### src/rtl/tfe_pkg.sv
package tfe_pkg;

    localparam int NFLAG = 29;

    // Flag positions; legality rules decode these
    localparam int F_WR    = 0;
    localparam int F_FETCH = 1;
    localparam int F_USER  = 2;
    localparam int F_TWICE = 3;
    localparam int F_NXE   = 4;
    localparam int F_WP    = 5;
    localparam int F_SEP   = 6;
    localparam int F_KEYEN = 7;
    localparam int F_KRD   = 8;
    localparam int F_KWR   = 9;
    localparam int F_KSEL  = 10;
    localparam int F_L_P   = 11;
    localparam int F_L_W   = 12;
    localparam int F_L_U   = 13;
    localparam int F_L_A   = 14;
    localparam int F_L_D   = 15;
    localparam int F_L_NX  = 16;
    localparam int F_L_R51 = 17;
    localparam int F_L_R36 = 18;
    localparam int F_D_P   = 19;
    localparam int F_D_W   = 20;
    localparam int F_D_U   = 21;
    localparam int F_D_A   = 22;
    localparam int F_D_D   = 23;
    localparam int F_D_LG  = 24;
    localparam int F_D_NX  = 25;
    localparam int F_D_R51 = 26;
    localparam int F_D_R36 = 27;
    localparam int F_D_R13 = 28;

    typedef logic [NFLAG-1:0] flags_t;

    typedef struct packed {
        flags_t cur;
        flags_t mask;
        logic   valid;
        logic   seek;
        logic   done;
    } tfe_state_t;

endpackage

### src/rtl/tfe_mask_derive.sv
module tfe_mask_derive
    import tfe_pkg::*;
#(
    parameter int WW        = 7,
    parameter int HI_LIMIT  = 52,
    parameter int MID_LIMIT = 37
) (
    input  flags_t          base,
    input  logic            width_en,
    input  logic [WW-1:0]   phys_width,
    output flags_t          eff
);
    localparam logic [WW-1:0] HI_W  = WW'(HI_LIMIT);
    localparam logic [WW-1:0] MID_W = WW'(MID_LIMIT);

    always_comb begin
        eff = base;
        if (width_en && (phys_width >= HI_W)) begin
            eff[F_L_R51] = 1'b1;
            eff[F_D_R51] = 1'b1;
        end
        if (width_en && (phys_width >= MID_W)) begin
            eff[F_L_R36] = 1'b1;
            eff[F_D_R36] = 1'b1;
        end
    end
endmodule

### src/rtl/tfe_rules.sv
module tfe_rules
    import tfe_pkg::*;
(
    input  flags_t cand,
    output logic   ok
);
    logic bad_acc, bad_sep, bad_key, bad_dir, bad_leaf;
    logic [1:0] dir_rsv_n;

    always_comb begin
        bad_acc   = cand[F_WR] & cand[F_FETCH];
        bad_sep   = cand[F_USER] & cand[F_SEP];
        bad_key   = ~cand[F_KEYEN] & (cand[F_KRD] | cand[F_KWR]);
        dir_rsv_n = 2'(cand[F_D_R51]) + 2'(cand[F_D_R36]) + 2'(cand[F_D_R13]);
        bad_dir   = (cand[F_D_R13] & ~cand[F_D_LG]) | (dir_rsv_n > 2'd1);
        bad_leaf  = cand[F_L_R51] & cand[F_L_R36];
        ok        = ~(bad_acc | bad_sep | bad_key | bad_dir | bad_leaf);
    end
endmodule

### src/rtl/tfe_masked_inc.sv
module tfe_masked_inc
    import tfe_pkg::*;
(
    input  flags_t cur,
    input  flags_t mask,
    output flags_t nxt,
    output logic   wrap
);
    logic [NFLAG:0] sum;

    always_comb begin
        sum  = {1'b0, cur | mask} + {{NFLAG{1'b0}}, 1'b1};
        wrap = sum[NFLAG];
        nxt  = sum[NFLAG-1:0] & ~mask;
    end
endmodule

### src/rtl/tfe_enum.sv
module tfe_enum
    import tfe_pkg::*;
#(
    parameter int WW = 7
) (
    input  logic                 clk,
    input  logic                 rst_n,
    input  logic                 start,
    input  logic [NFLAG-1:0]     inv_mask,
    input  logic                 width_en,
    input  logic [WW-1:0]        phys_width,
    input  logic                 advance,
    output logic [NFLAG-1:0]     vec,
    output logic                 vec_valid,
    output logic                 done
);
    tfe_state_t st_d, st_q;
    flags_t     eff_mask, cand, cur_mask;
    logic       cand_wrap, cand_ok, step;

    tfe_mask_derive #(.WW(WW)) u_mask (
        .base(inv_mask), .width_en(width_en), .phys_width(phys_width), .eff(eff_mask)
    );

    tfe_masked_inc u_inc (
        .cur(st_q.cur), .mask(st_q.mask), .nxt(cand), .wrap(cand_wrap)
    );

    tfe_rules u_rules (
        .cand(cand), .ok(cand_ok)
    );

    always_comb begin
        st_d = st_q;
        step = ((st_q.valid & advance) | st_q.seek) & ~st_q.done;
        if (start) begin
            st_d.mask  = eff_mask;
            st_d.cur   = '0;
            st_d.valid = 1'b1;
            st_d.seek  = 1'b0;
            st_d.done  = 1'b0;
        end else if (step) begin
            if (cand_wrap) begin
                st_d.valid = 1'b0;
                st_d.seek  = 1'b0;
                st_d.done  = 1'b1;
            end else begin
                st_d.cur   = cand;
                st_d.valid = cand_ok;
                st_d.seek  = ~cand_ok;
            end
        end
    end

    always_ff @(posedge clk) begin
        if (!rst_n) begin
            st_q <= '0;
        end else begin
            st_q <= st_d;
        end
    end

    assign vec       = st_q.cur;
    assign vec_valid = st_q.valid;
    assign done      = st_q.done;
    assign cur_mask  = st_q.mask;
endmodule

### config.mk
export PLATFORM = sky130hd
export DESIGN_NAME = tfe_enum
export DESIGN_NICKNAME = d
export VERILOG_FILES = /design/src/rtl/tfe_pkg.sv /design/src/rtl/tfe_mask_derive.sv /design/src/rtl/tfe_rules.sv /design/src/rtl/tfe_masked_inc.sv /design/src/rtl/tfe_enum.sv
export SDC_FILE = /design/constraint.sdc
export NUM_CORES = 1
export LEC_CHECK = 0
export BUFFER_PORTS_ARGS = -buffer_cell sky130_fd_sc_hd__buf_2
export CAP_MARGIN = 15
export CORE_MARGIN = 5
export CORE_UTILIZATION = 50
export CTS_CLUSTER_SIZE = 40
export DETAILED_ROUTE_END_ITERATION = 12
export PLACE_DENSITY = 0.76
export SYNTH_ARGS = -nofsm -noshare
export SYNTH_HDL_FRONTEND = slang
export SYNTH_HIERARCHICAL = 1
export SYNTH_SLANG_ARGS = --single-unit
### constraint.sdc
create_clock -name clk -period 2.6 [get_ports clk]
set_clock_uncertainty 0.05 [all_clocks]
set_input_delay 0.39 -clock clk [delete_from_list [all_inputs] [get_ports clk]]
set_output_delay 0.39 -clock clk [all_outputs]
set_load 0.02 [all_outputs]
-- After elaboration in Yosys (flattened, before gate mapping)
Index checks and enable logic that the tools add are counted.
- output and inout bits: 31
- input port bits: 41
- flip-flop bits (word level): 61
- add/subtract/negate cells: 3
- order comparisons: 3
- mux-type cells: 8
- reductions and logical operators: 6
- bitwise operators: 23
- operator list (operator ; number):
    adder 29 x 1 -> 30 bit (second input constant) ; 1
    AND 29 bit ; 1
    inverter 29 bit ; 1
    bitwise OR 29 bit ; 1
    >= comparator 7 x 6 -> 1 bit (second input constant) ; 2
    AND 1 bit ; 7
    bitwise OR 1 bit ; 7
    two-way mux 3 bit ; 2
    inverter 1 bit ; 6
    two-way mux 1 bit ; 5
    AND reduction 2 bit ; 2
    adder 1 x 1 -> 2 bit ; 1
    adder 2 x 1 -> 2 bit ; 1
    > comparator 2 x 1 -> 1 bit (second input constant) ; 1
    logical AND 1 bit ; 2
    two-way mux 2 bit ; 1
    nonzero test 2 bit ; 1
    OR reduction 2 bit ; 1

-- Longest topological paths before layout
Gate-level depths: netlist (run 1).
- word-level depth: 13
- depth in mapped cells: 13

-- Hierarchy
The synthesis (run 1) kept the hierarchy.
- by module, submodules not included (module ; cells each ; times used ; area each (µm²)):
    tfe_enum ; 271 ; 1 ; 2524.9
    tfe_masked_inc ; 135 ; 1 ; 824.5
    tfe_mask_derive ; 38 ; 1 ; 259.0
    tfe_rules ; 8 ; 1 ; 62.6

-- Worst setup path before layout (run 1)
OpenSTA, ideal clock, no wires.
- path kind: register -> register
- from: register st_q, in the netlist vec[0]
- to: register st_q[1] (netlist bit)
- library setup time: 0.131 ns
- buffers on the path: 0
- path slack: -0.151 ns
- cell stages (with the launch flop): 14
- data arrival time: 2.570 ns
- cell sequence: dfxtp_1 > or2_2 > ha_1 > o21ai_0 > nor2_2 > nand3_1 > or3_1 > a21oi_1 > ha_1 > a22oi_1 > nand2_1 > a2111oi_2 > or3_1 > a21oi_2
- longest elaborated chain between the ends: 10
- RTL lines (what ; line ; RTL):
    start, declared ; tfe_enum.sv:17 ; tfe_state_t st_d, st_q;
    start signal, assigned ; tfe_enum.sv:59 ; st_q <= st_d;
    bitwise OR 29 bit ; tfe_masked_inc.sv:12 ; sum = {1'b0, cur | mask} + {{NFLAG{1'b0}}, 1'b1};
    adder 29 x 1 -> 30 bit ; tfe_masked_inc.sv:12 ;
    AND 29 bit ; tfe_masked_inc.sv:14 ; nxt = sum[NFLAG-1:0] & ~mask;
    via cand[26] ; tfe_enum.sv:18 ; flags_t eff_mask, cand, cur_mask;
    adder 1 x 1 -> 2 bit ; tfe_rules.sv:14 ; dir_rsv_n = 2'(cand[F_D_R51]) + 2'(cand[F_D_R36]) + 2'(cand[F_D_R13]);
    adder 2 x 1 -> 2 bit ; tfe_rules.sv:14 ;
    > comparator 2 x 1 -> 1 bit ; tfe_rules.sv:15 ; bad_dir = (cand[F_D_R13] & ~cand[F_D_LG]) | (dir_rsv_n > 2'd1);
    bitwise OR 1 bit ; tfe_rules.sv:15 ;
    bitwise OR 1 bit (2 in a row) ; tfe_rules.sv:17 ; ok = ~(bad_acc | bad_sep | bad_key | bad_dir | bad_leaf);
    two-way mux 2 bit ; tfe_enum.sv:43 ; if (cand_wrap) begin
The timed path passes the listed nets, and every way through them passes these cells.
A chain may end at the register's enable or synchronous reset.

-- Worst setup path after layout (run 1)
- from: register st_q, in the netlist cur_mask[6]
- to: register st_q, in the netlist vec_valid
- longest elaborated chain between the ends: 13
- RTL lines (what ; line ; RTL):
    bitwise OR 29 bit ; tfe_masked_inc.sv:12 ;
    adder 29 x 1 -> 30 bit ; tfe_masked_inc.sv:12 ;
    AND 29 bit ; tfe_masked_inc.sv:14 ;
    via cand[26] ; tfe_enum.sv:18 ;
    adder 1 x 1 -> 2 bit ; tfe_rules.sv:14 ;
    adder 2 x 1 -> 2 bit ; tfe_rules.sv:14 ;
    > comparator 2 x 1 -> 1 bit ; tfe_rules.sv:15 ;
    bitwise OR 1 bit ; tfe_rules.sv:15 ;
    bitwise OR 1 bit (2 in a row) ; tfe_rules.sv:17 ;
    inverter 1 bit ; tfe_rules.sv:17 ;
    via cand_ok ; tfe_enum.sv:19 ; logic cand_wrap, cand_ok, step;
    two-way mux 2 bit ; tfe_enum.sv:43 ;
    two-way mux 3 bit ; tfe_enum.sv:42 ; end else if (step) begin
    two-way mux 3 bit ; tfe_enum.sv:36 ; if (start) begin
The timed path passes the listed nets, and every way through them passes these cells. The select of a mux whose other input is x is not followed.

==> results of run 1 <==
==> placed cells by master, fill, tap and decap left out, drive strengths merged, types with 5 or more instances in the layout <==
| cell type | count |
|---|---|
| buf | 146 |
| dfxtp | 61 |
| nor2 | 43 |
| a21oi | 43 |
| o21ai | 40 |
| nand3 | 34 |
| nor2b | 31 |
| mux2i | 30 |
| clkbuf | 13 |
| xor2 | 11 |
| o22ai | 10 |
| nand2 | 8 |
| nor3 | 7 |
| or3 | 6 |
| nand4 | 6 |
| xnor2 | 6 |
| inv | 5 |
==> per-layer routing <==
metal	vias up	GRT usage	wire length (µm)
met5	-	0	0
met4	0	0.09242	192
met3	20	0.04262	764
met2	149	0.3735	4809
met1	1651	0.2874	4291
li1	1700	-	-
==> kinds of logic (layout without fill, tap and decap cells) <==
logic type / after synthesis / count (layout) / synth area share
compound gates: 107 / 107 / 0.1667
fa+ha+maj: 2 / 2 / 0.006816
xor+xnor: 17 / 17 / 0.04056
simple gates: 152 / 152 / 0.2256
flops: 61 / 61 / 0.3327
buf+inv: 82 / 166 / 0.1428
mux: 31 / 31 / 0.08487
==> worst max path at each step <==
stage | from | end | slack [ns] | cells past startpoint
floorplan | cur_mask[1] | st_q[1] | 0.004 | 13
detailed placement | cur_mask[0] | vec_valid | -0.08 | 13
finish | cur_mask[6] | vec_valid | -0.04 | 11
CTS | cur_mask[0] | vec_valid | 0.02 | 13
global placement | vec[1] | st_q[1] | 0.04 | 13
global route | cur_mask[6] | vec_valid | -0.14 | 11
==> worst max-delay path: cells and delay by family (launching register included) <==
| kind | cells | cell delay (ns) |
|---|---|---|
| and+or+nand+nor | 5 | 1.09 |
| AOI/OAI and AO/OA | 5 | 0.81 |
| DFF | 1 | 0.37 |
| adders and majority gates | 1 | 0.26 |
==> repair_timing <==
item / in CTS / in global routing
setup endpoints to repair: 2 / 2
pin swaps: 7 / 5
setup buffers: 2 / 2
resized for setup: 1 / 12
hold endpoints to repair: 0 / 0
hold buffers: 0 / 0
==> power groups by stage <==
stage / logic (mW) / clock network, mW / registers (mW)
after floorplan: 0.153 / 0 / 1.01
after global placement: 0.222 / 0 / 1.01
after detailed placement: 0.228 / 0 / 1.01
after CTS: 0.230 / 0.736 / 0.989
after global routing: 0.254 / 0.777 / 0.994
final: 0.233 / 0.714 / 0.991
==> cell type report <==
cell class / instances / area [µm²] / share of cell area
Inverter: 5 / 18.77 / 0.004185
Clock buffer: 13 / 148.9 / 0.03320
Timing Repair Buffer: 146 / 922.1 / 0.2056
Tap cell: 99 / 123.9 / 0.02762
Sequential cell: 61 / 1236 / 0.2757
Multi-Input combinational cell: 309 / 2024 / 0.4515
Clock inverter: 2 / 10.01 / 0.002232
==> through the flow <==
step	cells	setup TNS (ns)	setup WS [ns]	cell area [µm²]	hold slack (ns)
floorplan	452	0	0.004199	3735	0.4198
global placement	616	0	0.03709	4242	0.4492
detailed placement	616	-0.1510	-0.08422	4242	0.4654
CTS	633	0	0.01837	4428	0.2378
global route	635	-0.2333	-0.1405	4484	0.2542
finish	635	-0.06597	-0.04271	4484	0.2497
==> flip-flops by register name, summed over array words and instances, names as in the netlist <==
| name | count |
|---|---|
| done | 1 |
| vec | 29 |
| vec_valid | 1 |
| st_q | 1 |
| cur_mask | 29 |
==> metrics.csv, run 1 <==
stage,metric,value,unit
routing,routed_wl,10060,µm
synth,synth.avg_cell_area,8.122,µm²
sta,hold_violations,0,
power,power_switching,0.4951,mW
status,status,finished with violations,
global_routing,grt_max_degree,31,
worst_setup_path,worstPathArrival,2.88,ns
power,pwr-share-comb,0.120,
floorplan,num_rows,31,
floorplan,initial_core_util,0.5088,
layout,nets,575,
clocking,cts_tree,built,
power,p_clk_frac,0.369,
layout,drive_gt1_frac,0.3675,
synth,yosys.area.top_type,dfxtp_1,
power,sw_frac_of_total,0.2555,
worst_setup_path,path_max_fanout,3,
power,p_leak,1.965,nW
worst_setup_path,worstPathCellList,o22ai_4 -> nor3_4 -> nand3_2 -> or3_1 -> a21oi_2 -> ha_1 -> a22oi_2 -> nand2_1 -> a2111oi_4 -> nand3_1 -> a21boi_2,
worst_setup_path,rr_startpoint,cur_mask[6],
floorplan,coreArea,0.007214,mm²
global_routing,overflow,0,
clocking,cts_buffers,9,
floorplan,die_h,95.69,µm
sta,max_slew_margin,0.6347,
worst_setup_path,crit_path_top_delay_cell,or3_1,
synth,yosys-top-cells-area,"dfxtp_1 (33%), buf_4 (11%), mux2i_1 (8.2%)",
floorplan,die_area,0.009156,mm²
synth,synth_edf_count,0,
layout,diodes,0,
job,maxCapViolations,0,
layout,syn_to_final_growth,22.15,%
clocking,cts-htree-levels,3,
routing,routedWlPerCell,15.84,µm
synth,synth.cell_area,0.003671,mm²
worst_setup_path,critPathLaunchType,flip-flop,
global_routing,grtUsageTotal,0.2258,
global_routing,antenna_found_initial,0,
sta,min_period,2.643,ns
synth,ys_ff_latch,61,
place,place.port_buffers,71,
worst_hold_path,hold_class,input pin to flip-flop,
clocking,root_buffer,clkbuf_8,
sta,max_freq,378.4,MHz
synth,synthCells,452,
clocking,clk_path_buf_depth,2,
layout,n_fill_cell,679,
sta,rsz0062_at_grt,yes,
routing,drt_iter0_drc,179,
power,total_power,1.938,mW
sta,drv_slew,0,
worst_setup_path,worstSetupPathType,flip-flop to flip-flop,
worst_hold_path,hold_end,cur_mask[7],
global_routing,grt_pass1_vias,3392,
routing,drc,0,
worst_setup_path,rrSetupSlack,-0.04,ns
sta,fin_ws,-0.04271,ns
worst_setup_path,cp_slowest_stage_delay,0.40,ns
worst_setup_path,required,2.83,ns
worst_hold_path,hold_start,inv_mask[7],
worst_setup_path,r2r_end,vec_valid,
synth,synth_nets,495,
power,internal_power,1.443,mW
synth,ys_types,47,
sta,tightestPinTransition,0.5480,ns
place,hpwl,7302,µm
synth,synth.most_common_cell,dfxtp_1,
power,ir_drop,325.5,µV
routing,vias,3520,
clocking,clk_pin_slew,0.06,ns
synth,ys.flop_type,dfxtp_1,
routing,drtAntennaViolNets,0,
status,violations,setup timing,
layout,post-route-util,0.6216,
power,p_per_area,432.1,mW/mm²
floorplan,die_x,95.69,µm
worst_setup_path,worstRegToRegCells,11,
routing,viasPerCell,5.543,
clocking,clock_sinks,61,
synth,synth_top_area_frac,0.3327,
worst_setup_path,setup.worst_path.end_class,flip-flop,
global_routing,grt_pass1_wl,15970,µm
synth,async_reset_ff_frac,0,
sta,setup_viol,2,
synth,yosysWarnings,6,
routing,first_pass_iters,7,
power,seq_power_share,0.511,
place,gp_congestion,0.8889,
synth,yosysSeqAreaShare,0.3327,
synth,yosys-top-cells-count,"dfxtp_1 (61), buf_4 (54), a21oi_1 (42), nor2_1 (41), o21ai_0 (39)",
sta,timing.final.crit_share,1.016,
floorplan,io_pins,72,
worst_hold_path,worstHoldPathCells,3,
clocking,clk_latency,0.35,ns
(Power assumes the default switching activity.)
==> run 2: changes to the inputs <==
Settings changed: CORE_ASPECT_RATIO set to 1.5.
==> metrics.csv, run 2 (same netlist as run 1, synthesis figures left out) <==
stage,metric,value,unit,change
worst_setup_path,worstRegToRegCells,11,,unchanged
clocking,postCtsHoldBufs,0,,unchanged
worst_hold_path,worstHoldPathCells,3,,unchanged
layout,seqCellArea,0.001235,mm²,-0.10%
worst_setup_path,rr_startpoint,vec[5],,
routing,vias,3443,,-2.2%
power,ir_drop,239.2,µV,-26%
layout,drive_gt1_frac,0.3567,,-0.01080
worst_setup_path,worstPathArrival,2.74,ns,-0.14 ns
floorplan,die_h,114.9,µm,+20%
floorplan,die_x,79.96,µm,-16%
worst_setup_path,required,2.84,ns,about the same
global_routing,grt_pass1_wl,15220,µm,-4.7%
clocking,cts_buffers,9,,unchanged
worst_setup_path,setup.worst_path.end_class,flip-flop,,
worst_setup_path,crit_path_top_delay_cell,or3_1,,
global_routing,overflow,0,,unchanged
global_routing,antenna_found_initial,0,,unchanged
routing,viasPerCell,5.491,,-0.94%
worst_setup_path,worstPathCellList,o22ai_4 -> nor3_4 -> buf_4 -> nand3_4 -> or3_1 -> a21oi_2 -> a22oi_2 -> nand2_2 -> a2111oi_4 -> or3_1 -> a21oi_2,,
routing,top_layer_used,met4,,
worst_setup_path,crit_family,simple AND/OR/NAND/NOR gates,,
worst_setup_path,worstSetupPathType,flip-flop to flip-flop,,
job,maxCapViolations,0,,unchanged
global_routing,grtUsageTotal,0.2129,,-0.01288
worst_setup_path,worstSetupPathDepth,11,,unchanged
routing,drt_iter0_drc,287,,+60%
clocking,cts-htree-levels,3,,unchanged
clocking,clk_latency,0.35,ns,about the same
place,hpwl,7008,µm,-4.0%
sta,tightestPinTransition,0.5413,ns,-0.006730 ns
sta,timing.final.crit_share,0.9631,,-0.05329
worst_hold_path,hold_class,input pin to flip-flop,,
floorplan,die_area,0.009191,mm²,+0.39%
sta,setup_viol,0,,-2
routing,first_pass_iters,4,,-3
floorplan,io_pins,72,,unchanged
layout,nets,565,,-1.7%
clocking,clk_pin_slew,0.07,ns,about the same
sta,max_freq,399.3,MHz,+5.5%
sta,setup_tns,0,ns,+0.06597 ns
layout,mostFrequentLayoutCells,"buf_2 (71), buf_4 (64), dfxtp_1 (50)",,
routing,wl_met2,4927,µm,+2.5%
routing,met3_length,586,µm,-23%
place,preCtsSetupSlack,-0.06359,ns,+0.02063 ns
routing,drt-met1-wl,3622,µm,-16%
routing,routedWlPerCell,15.15,µm,-4.3%
worst_setup_path,path_max_fanout,10,,+7
global_routing,grt_pass1_vias,3314,,-2.3%
sta,max_slew_margin,0.6392,,+0.004487
clocking,root_buffer,clkbuf_8,,
worst_setup_path,crit_buf_inv,1,,+1
layout,n_fill_cell,601,,-11%
worst_setup_path,critPathLaunchType,flip-flop,,
clocking,clock_sinks,61,,unchanged
routing,drtAntennaViolNets,0,,unchanged
floorplan,initial_core_util,0.5113,,+0.002483
routing,routed_wl,9501,µm,-5.5%
power,p_leak,1.911,nW,-2.8%
floorplan,num_rows,38,,+23%
place,gp_congestion,0.8579,,-3.5%
clocking,clk_path_buf_depth,2,,unchanged
sta,hold_violations,0,,unchanged
floorplan,coreArea,0.007179,mm²,-0.49%
routing,drc,0,,unchanged
layout,syn_to_final_growth,21.10,%,
sta,drv_slew,0,,unchanged
sta,fin_ws,0.09584,ns,+0.1386 ns
worst_setup_path,r2r_end,st_q[1],,
clocking,cts_tree,built,,
layout,diodes,0,,unchanged
worst_hold_path,hold_start,inv_mask[4],,
layout,layout.cells.most_common,buf_2,,
sta,min_period,2.504,ns,-0.1386 ns
sta,rsz0062_at_grt,yes,,
power,p_per_area,441.4,mW/mm²,+2.2%
worst_hold_path,hold_end,cur_mask[4],,
worst_setup_path,cp_slowest_stage_delay,0.39,ns,about the same
global_routing,grt_max_degree,31,,unchanged
place,place.port_buffers,71,,unchanged
worst_setup_path,rrSetupSlack,0.1,ns,+0.14 ns
status,status,"finished, final reports clean",,
layout,multi_input_area,0.002039,mm²,+0.74%
run 2: cell count changes in the layout (fill, tap and decap cells not counted), sizes merged:
cell,before,now
buf,146,136
clkbuf,13,15
clkinv,2,1
run 2: power by group:
group	internal [mW]	total, mW	switching (mW)
clock	0.398	0.746	0.348
sequential	0.966	0.991	0.0251
combinational	0.107	0.225	0.117
total	1.47	1.96	0.491
run 2: stage by stage:
step                cell area (µm²)  instances  hold WS [ns]  total power, mW  utilization
floorplan                      3735        452        0.4198            1.160            -
global placement               4200        610        0.4468            1.224       0.5850
detailed placement             4200        610        0.4531            1.232       0.5850
CTS                            4372        626        0.2302            1.983       0.6089
global route                   4446        627        0.2463            2.057       0.6192
finish                         4446        627        0.2537            1.962       0.6192
run 2: routing by layer:
layer	vias up	global-route usage
li1	1674	-
met1	1612	0.2271
met2	121	0.3689
met3	36	0.06113
met4	0	0.1240
met5	-	0
run 2: cell type report:
type	count	area share
multi-input cells	309	0.4588
flip-flops and latches	61	0.2778
repair buffers	136	0.1925
clock buffers	15	0.03743
well taps	100	0.02815
inverters	5	0.004222
clock inverters	1	0.001126
run 2: worst max path at each step:
| stage | end | startpoint |
|---|---|---|
| 2_1_floorplan | st_q[1] | cur_mask[1] |
| 3_3_place_gp | st_q[1] | cur_mask[0] |
| 3_5_place_dp | vec_valid | vec[1] |
| 4_1_cts | vec_valid | vec[0] |
| 5_1_grt | st_q[1] | vec[5] |
| 6_report | st_q[1] | vec[5] |
run 2: worst reg2reg max path, delay by kind of cell (launching register included):
kind / cells / cell delay (ns)
AOI/OAI and AO/OA: 5 / 0.60
buffers and inverters: 1 / 0.23
DFF: 1 / 0.38
and+or+nand+nor: 5 / 1.19
run 2: what timing repair did:
item	4_1_cts	5_1_grt
resized for setup	1	14
pin swaps	2	9
setup buffers	0	1
endpoints found under the setup margin	2	2
